==> src/rtl/g2op_pkg.sv <==
package g2op_pkg;

    localparam int INSN_W    = 12;
    localparam int OPC_HI    = 11;
    localparam int OPC_LO    = 8;
    localparam int BIT_CLR   = 7;
    localparam int BIT_MIN   = 6;
    localparam int BIT_ZERO  = 5;
    localparam int BIT_LINK  = 4;
    localparam int BIT_SENSE = 3;
    localparam int BIT_OSR   = 2;
    localparam int BIT_HLT   = 1;
    localparam int BIT_RSV   = 0;
    localparam int OPC_W     = OPC_HI - OPC_LO + 1;

    localparam logic [OPC_W-1:0] FAMILY_TAG = '1;

    typedef struct packed {
        logic is_fam;
        logic clr;
        logic t_min;
        logic t_zero;
        logic t_link;
        logic sense;
        logic osr;
        logic hlt;
    } g2_ctl_t;

endpackage

==> src/rtl/g2op_decode.sv <==
module g2op_decode
    import g2op_pkg::*;
(
    input  logic [INSN_W-1:0] insn_i,
    output g2_ctl_t           ctl_o
);

    logic fam;

    always_comb begin
        fam = (insn_i[OPC_HI:OPC_LO] == FAMILY_TAG) && !insn_i[BIT_RSV];
        ctl_o        = '0;
        ctl_o.is_fam = fam;
        if (fam) begin
            ctl_o.clr    = insn_i[BIT_CLR];
            ctl_o.t_min  = insn_i[BIT_MIN];
            ctl_o.t_zero = insn_i[BIT_ZERO];
            ctl_o.t_link = insn_i[BIT_LINK];
            ctl_o.sense  = insn_i[BIT_SENSE];
            ctl_o.osr    = insn_i[BIT_OSR];
            ctl_o.hlt    = insn_i[BIT_HLT];
        end
    end

endmodule

==> src/rtl/g2op_cond.sv <==
module g2op_cond
    import g2op_pkg::*;
#(
    parameter int DATA_W = 12
) (
    input  g2_ctl_t           ctl_i,
    input  logic [DATA_W-1:0] acc_i,
    input  logic              link_i,
    output logic              skip_o
);

    logic is_neg;
    logic is_zero;
    logic any_hit;

    always_comb begin
        is_neg  = acc_i[DATA_W-1];
        is_zero = (acc_i == '0);
        any_hit = (ctl_i.t_min  && is_neg)
                | (ctl_i.t_zero && is_zero)
                | (ctl_i.t_link && link_i);
        if (!ctl_i.is_fam) begin
            skip_o = 1'b0;
        end else if (ctl_i.sense) begin
            skip_o = !any_hit;
        end else begin
            skip_o = any_hit;
        end
    end

endmodule

==> src/rtl/g2op_datapath.sv <==
module g2op_datapath
    import g2op_pkg::*;
#(
    parameter int DATA_W = 12
) (
    input  g2_ctl_t           ctl_i,
    input  logic [DATA_W-1:0] acc_i,
    input  logic [DATA_W-1:0] switch_i,
    output logic [DATA_W-1:0] acc_o
);

    for (genvar b = 0; b < DATA_W; b++) begin : g_bit
        logic kept;
        logic merged;
        always_comb begin
            kept     = acc_i[b] && !ctl_i.clr;
            merged   = ctl_i.osr && switch_i[b];
            acc_o[b] = kept || merged;
        end
    end

endmodule

==> src/rtl/g2_operate_unit.sv <==
module g2_operate_unit
    import g2op_pkg::*;
#(
    parameter int DATA_W = 12
) (
    input  logic              clk_i,
    input  logic              rst_ni,
    input  logic              valid_i,
    input  logic [INSN_W-1:0] insn_i,
    input  logic [DATA_W-1:0] acc_i,
    input  logic              link_i,
    input  logic [DATA_W-1:0] switch_i,
    output logic              done_o,
    output logic              skip_o,
    output logic [DATA_W-1:0] acc_o,
    output logic              halt_o
);

    typedef struct packed {
        logic              done;
        logic              skip;
        logic              halt;
        logic [DATA_W-1:0] acc;
    } state_t;

    g2_ctl_t           ctl;
    logic              skip_c;
    logic [DATA_W-1:0] acc_c;
    state_t            st_d;
    state_t            st_q;

    g2op_decode u_decode (
        .insn_i (insn_i),
        .ctl_o  (ctl)
    );

    g2op_cond #(.DATA_W(DATA_W)) u_cond (
        .ctl_i  (ctl),
        .acc_i  (acc_i),
        .link_i (link_i),
        .skip_o (skip_c)
    );

    g2op_datapath #(.DATA_W(DATA_W)) u_path (
        .ctl_i    (ctl),
        .acc_i    (acc_i),
        .switch_i (switch_i),
        .acc_o    (acc_c)
    );

    always_comb begin
        st_d      = st_q;
        st_d.done = 1'b0;
        st_d.halt = 1'b0;
        if (valid_i) begin
            st_d.done = 1'b1;
            st_d.skip = skip_c;
            st_d.acc  = acc_c;
            st_d.halt = ctl.hlt;
        end
    end

    always_ff @(posedge clk_i or negedge rst_ni) begin
        if (!rst_ni) begin
            st_q <= '0;
        end else begin
            st_q <= st_d;
        end
    end

    assign done_o = st_q.done;
    assign skip_o = st_q.skip;
    assign acc_o  = st_q.acc;
    assign halt_o = st_q.halt;

endmodule

==> config.mk <==
export PLATFORM = sky130hd
export DESIGN_NAME = g2_operate_unit
export DESIGN_NICKNAME = d
export VERILOG_FILES = /design/src/rtl/g2op_pkg.sv /design/src/rtl/g2op_decode.sv /design/src/rtl/g2op_cond.sv /design/src/rtl/g2op_datapath.sv /design/src/rtl/g2_operate_unit.sv
export SDC_FILE = /design/constraint.sdc
export NUM_CORES = 1
export LEC_CHECK = 0
export BUFFER_PORTS_ARGS = -buffer_cell sky130_fd_sc_hd__buf_2
export CAP_MARGIN = 20
export CORE_UTILIZATION = 35
export DETAILED_ROUTE_END_ITERATION = 8
export PLACE_DENSITY = 0.8
export SLEW_MARGIN = 20
export SYNTH_ARGS = -nofsm -noshare
export SYNTH_HDL_FRONTEND = slang
export SYNTH_SLANG_ARGS = --single-unit
export TNS_END_PERCENT = 50
==> constraint.sdc <==
create_clock -name clk_i -period 0.8 [get_ports clk_i]
set_input_delay 0.08 -clock clk_i [delete_from_list [all_inputs] [get_ports clk_i]]
set_output_delay 0.08 -clock clk_i [all_outputs]
set_load 0.1 [all_outputs]
### Word level (Yosys, flattened, before mapping)

Cells that the tools add are included.

| operators by class | value |
|---|---|
| multiply operators | 0 |
| eq/ne operators | 1 |
| shift operators | 0 |
| $add $sub $neg | 0 |
| reduce and logical (&&, ||, !) cells | 44 |
| muxes and demuxes | 4 |
| order comparisons | 0 |
| bitwise operators | 2 |
| div/mod/pow operators | 0 |

Operators by type and width:

| cell | number |
|---|---|
| logical AND 1 bit | 28 |
| 2-to-1 mux 15 bit | 1 |
| zero test 12 bit | 1 |
| logical OR 1 bit | 12 |
| 2-to-1 mux 7 bit | 1 |
| == test 4 bit, second input constant | 1 |
| zero test 1 bit | 3 |
| 2-to-1 mux 1 bit | 2 |
| bitwise OR 1 bit | 2 |

| storage, ports and cells | value |
|---|---|
| word-level logic and storage cells | 55 |
| bits in read-only memories | 0 |
| flip-flop bits (word level) | 15 |
| bits in latches | 0 |
| memories | 0 |
| output and inout bits | 15 |
| RAM bits | 0 |
| input port bits | 40 |

### Longest topological paths before layout

| logic depth | value |
|---|---|
| depth in word-level cells | 10 |
| gate-level depth with buffers | 5 |
| mapped depth without buffers | 4 |

### Cells and area by module

A second synthesis with hierarchy kept.

| second synthesis, totals | value |
|---|---|
| cells, all modules | 99 |
| area total of the unflattened synthesis | 943.4 µm² |

Modules (own cells, without submodules):

| module | area an instance (µm²) | cells an instance | sequential area each (µm²) | times used |
|---|---|---|---|---|
| g2_operate_unit | 540.5 | 30 | 375.4 | 1 |
| g2op_datapath | 210.2 | 38 | 0.0 | 1 |
| g2op_decode | 103.8 | 19 | 0.0 | 1 |
| g2op_cond | 88.8 | 12 | 0.0 | 1 |

### Worst setup path before layout

No wires, ideal clock.

| timing path | value |
|---|---|
| path type | reg2reg |
| start | register, netlist name acc_o[5] |
| end | register st_q, in the netlist acc_o[5] |
| path slack | -605 ps |
| arrival | 1279 ps |
| stages on the path, launching flop included | 3 |
| cell sequence | dfrtp_1 > and2b_1 > a221o_1 |

RTL lines:

| what | RTL line | text |
|---|---|---|
| to (signal assigned) | g2_operate_unit.sv:67 | `st_q <= st_d;` |
| to (decl) | g2_operate_unit.sv:30 | `state_t st_q;` |

### Final worst setup path

| timing path | value |
|---|---|
| start | register st_q, in the netlist acc_o[0] |
| end | output port acc_o[0] |

RTL lines:

| what | RTL line | text |
|---|---|---|
| to (decl) | g2_operate_unit.sv:15 | `output logic [DATA_W-1:0] acc_o,` |

No word-level cell between the ends.

==> impl_summary.log <==
INFO  metric synthesis.area = 736 µm²
INFO  metric post-route-worst-setup-slack = -357 ps
INFO  metric startpoint_type = flop
INFO  metric coreArea = 1960 µm²
INFO  metric io-pin-count = 55
INFO  metric grt_first_pass_wirelength = around 4300 µm
INFO  metric syn_nets = between 100 and 150
INFO  metric synthesis.yosys.warnings = 0
INFO  metric timing.slew.headroom = between 70% and 80%
INFO  metric area_delta_synth_final = 124%
INFO  metric htree_num_levels = 1
INFO  metric initial_cell_density_of_the_core = between 30 and 40%
INFO  metric cts_buffers = 3
INFO  metric clk_pin_slew_worst_paths = ~100 ps
INFO  metric synth-seq-cells = 15
INFO  metric die-area = about 2300 µm²
INFO  metric final-seq-area = roughly 420 µm²
INFO  metric final.min_clock_period = about 1200 ps
INFO  metric routed_wire_length_per_instance = around 17 µm
INFO  metric clockRootBuffer = clkbuf_4
INFO  metric final_period_util = 145%
INFO  metric drt_drc_violations_left = 0
INFO  metric yosysTopAreaCell = dfrtp_1
INFO  metric hold_class = in -> reg
INFO  metric violations = negative setup slack
INFO  metric power_frac_clock = around 17%
INFO  metric yosys-top-cells-area = dfrtp_1 51%, a221o_1 16%, nor2b_1 8.5%
INFO  metric hold_vio_cnt_final = 0
INFO  metric clock_sink_count = 15
INFO  metric grt_setup_unrepaired = true
INFO  metric power-per-cell-area = 1590 nW/µm²
INFO  metric die_height = ~48 µm
INFO  metric groute.usage.overall = between 20 and 30%
INFO  metric placed_cell_area = 1490 µm²
INFO  metric postRouteWirelength = about 3000 µm
INFO  metric fmaxAchievable = around 860 MHz
INFO  metric die-width = 47.8 µm
INFO  metric combPwrFrac = approximately half
INFO  metric critical_path_required = between 700 and 800 ps
INFO  metric grt_overflow_total = 0
INFO  metric yosys.cell_types.count = 23
INFO  metric post_layout_power = about 2.6 mW
INFO  metric routed_via_density = ~5.3
INFO  metric maxSlewViolCount = 0
INFO  metric power.ir.vdd_worst = approximately 1.5 mV
INFO  metric fillcell_total = 110
INFO  metric first_global_vias = around 930
INFO  metric mostFrequentLayoutCells = 39 x buf_2, 16 x buf_12, 14 x buf_6
INFO  metric net_sw_share = about two fifths
INFO  metric slew_of_the_pin_with_the_lowest_slew_margin = around 390 ps
INFO  metric synth.yosys.seq_area_share = between 50 and 60%
INFO  metric drive_gt1_share = approximately three quarters
INFO  metric grt_max_degree = 16
INFO  metric grt_antenna_before_repair = 0
INFO  metric netSwitchingPower = 1.01 mW
INFO  metric port_buffers = 54
INFO  metric run_status = finished with violations
INFO  metric cap_violations = 0
INFO  metric design.final.nets = 187
INFO  metric initialDrtViolationCount = 25
INFO  metric antenna_violating_nets_post_route = 0
INFO  metric vias = 915
INFO  metric dr.pass1.iters = 4
INFO  metric intPower = about 1.6 mW
INFO  metric crit_path_end_kind = output pin
INFO  metric timing.final.setup_violations = 28
INFO  metric syn_avg_cell_area = between 10 and 15 µm²
INFO  metric timing.critical_path.fanout_max = 2
INFO  metric synthCells = between 60 and 70
INFO  metric fin_skew = 0 ps
INFO  metric crit_type = reg -> out
INFO  metric fp-row-count = 16
INFO  metric synthDominantCellAreaShare = 51.0%
INFO  metric multi_input_comb_area = between 300 and 400 µm²
INFO  metric tritoncts = done
INFO  metric gpl.final_weighted_congestion = 0.733
INFO  metric design_area = around 1700 µm²
INFO  metric timing.critical_path.arrival = roughly 1100 ps
INFO  metric clk_latency = 300 ps
INFO  metric total_leakage_power = between 0.7 and 0.8 nW
INFO  metric place_hpwl = between 1500 and 2000 µm
INFO  metric n_antenna_cell = 0
INFO  metric clockBufferDepth = 2
INFO  metric seq_power_share = 34.4%
INFO  metric leading_cell_type_in_the_layout_fill_and_taps_excluded = buf_2
==> power groups by stage <==
stage,clock network [mW],logic (mW),registers (mW)
floorplan,0,0.123,1.35
global placement,0,1.13,0.902
detailed placement,0,1.15,0.904
CTS,0.439,1.23,0.901
global route,0.501,1.31,0.911
finish,0.457,1.27,0.906
==> routing by layer <==
layer	track usage, %	share of wire (%)	vias to the layer above
li1	-	-	408
met1	32.6	38	437
met5	0	0	-
met4	8.33	1.0	0
met2	50.3	53	63
met3	6.42	7.4	7
==> cell families (layout without fill, tap and decap cells) <==
family	Yosys count	count (layout)	synth area share, %
AOI/OAI and AO/OA	15	15	19.4
buffers and inverters	5	88	3.91
DFF	15	15	51.0
muxes	1	1	1.36
and+or+nand+nor	27	27	24.3
==> cell usage after synthesis (all sizes together) <==
| master | n |
|---|---|
| dfrtp | 15 |
| and2 | 2 |
| nand2 | 1 |
| a21oi | 1 |
| a221o | 12 |
| a32oi | 1 |
| nor2 | 3 |
| mux2i | 1 |
| nand4 | 2 |
| nor3 | 2 |
| nand2b | 1 |
| nor2b | 10 |
| and2b | 2 |
| buf | 3 |
| nor4b | 1 |
| inv | 2 |
| nand3 | 1 |
| nor4 | 2 |
| a22o | 1 |
==> path summary, 6_finish.rpt <==
kind                               from        end  slack, ps  cells after the start
min reg2reg                      skip_o     skip_o        600                      2
min in group asynchronous        rst_ni   acc_o[3]        220                      2
max                            acc_o[0]   acc_o[0]       -360                      2
min                        switch_i[11]  acc_o[11]         20                      2
max reg2reg                   acc_o[10]  acc_o[10]       -330                      3
max in group asynchronous        rst_ni   acc_o[8]        280                      2
==> per-stage QoR <==
step / cells / hold slack [ps] / setup slack [ps] / utilization [%] / setup TNS [ps]
5_1_grt: 173 / -0.204 / -382 / 84.2 / -8090
6_report: 173 / 16.4 / -357 / 84.2 / -7460
4_1_cts: 172 / 21.9 / -336 / 82.8 / -6930
3_3_place_gp: 165 / -8.67 / -266 / 75.7 / -3740
3_5_place_dp: 165 / 0.914 / -320 / 75.7 / -4310
2_1_floorplan: 63 / -216 / -371 / - / -4680
==> worst max-delay path: stages, from the launching register on <==
cell and delay (ps):
dfrtp_4 500, buf_6 130, buf_12 150
==> state kept, by name (all words and copies together), names as in the netlist <==
| signal | count |
|---|---|
| done_o | 1 |
| acc_o | 12 |
| halt_o | 1 |
| skip_o | 1 |
==> area by class of cell <==
cell class                 instances  area share, %
clock buffer                       4           1.59
timing repair buffer              82           47.0
sequential                        15           25.7
tap                               27           2.05
multi-input combinational         43           23.3
inverter                           2          0.455
==> repair_timing <==
item                                   4_1_cts  5_1_grt
cloned                                       0        0
setup endpoints to repair                   28       28
gates resized for setup                     18        3
hold buffers                                 2        0
endpoints found under the hold margin       16        0
buffers inserted                             1        1
(Power assumes the default switching activity.)
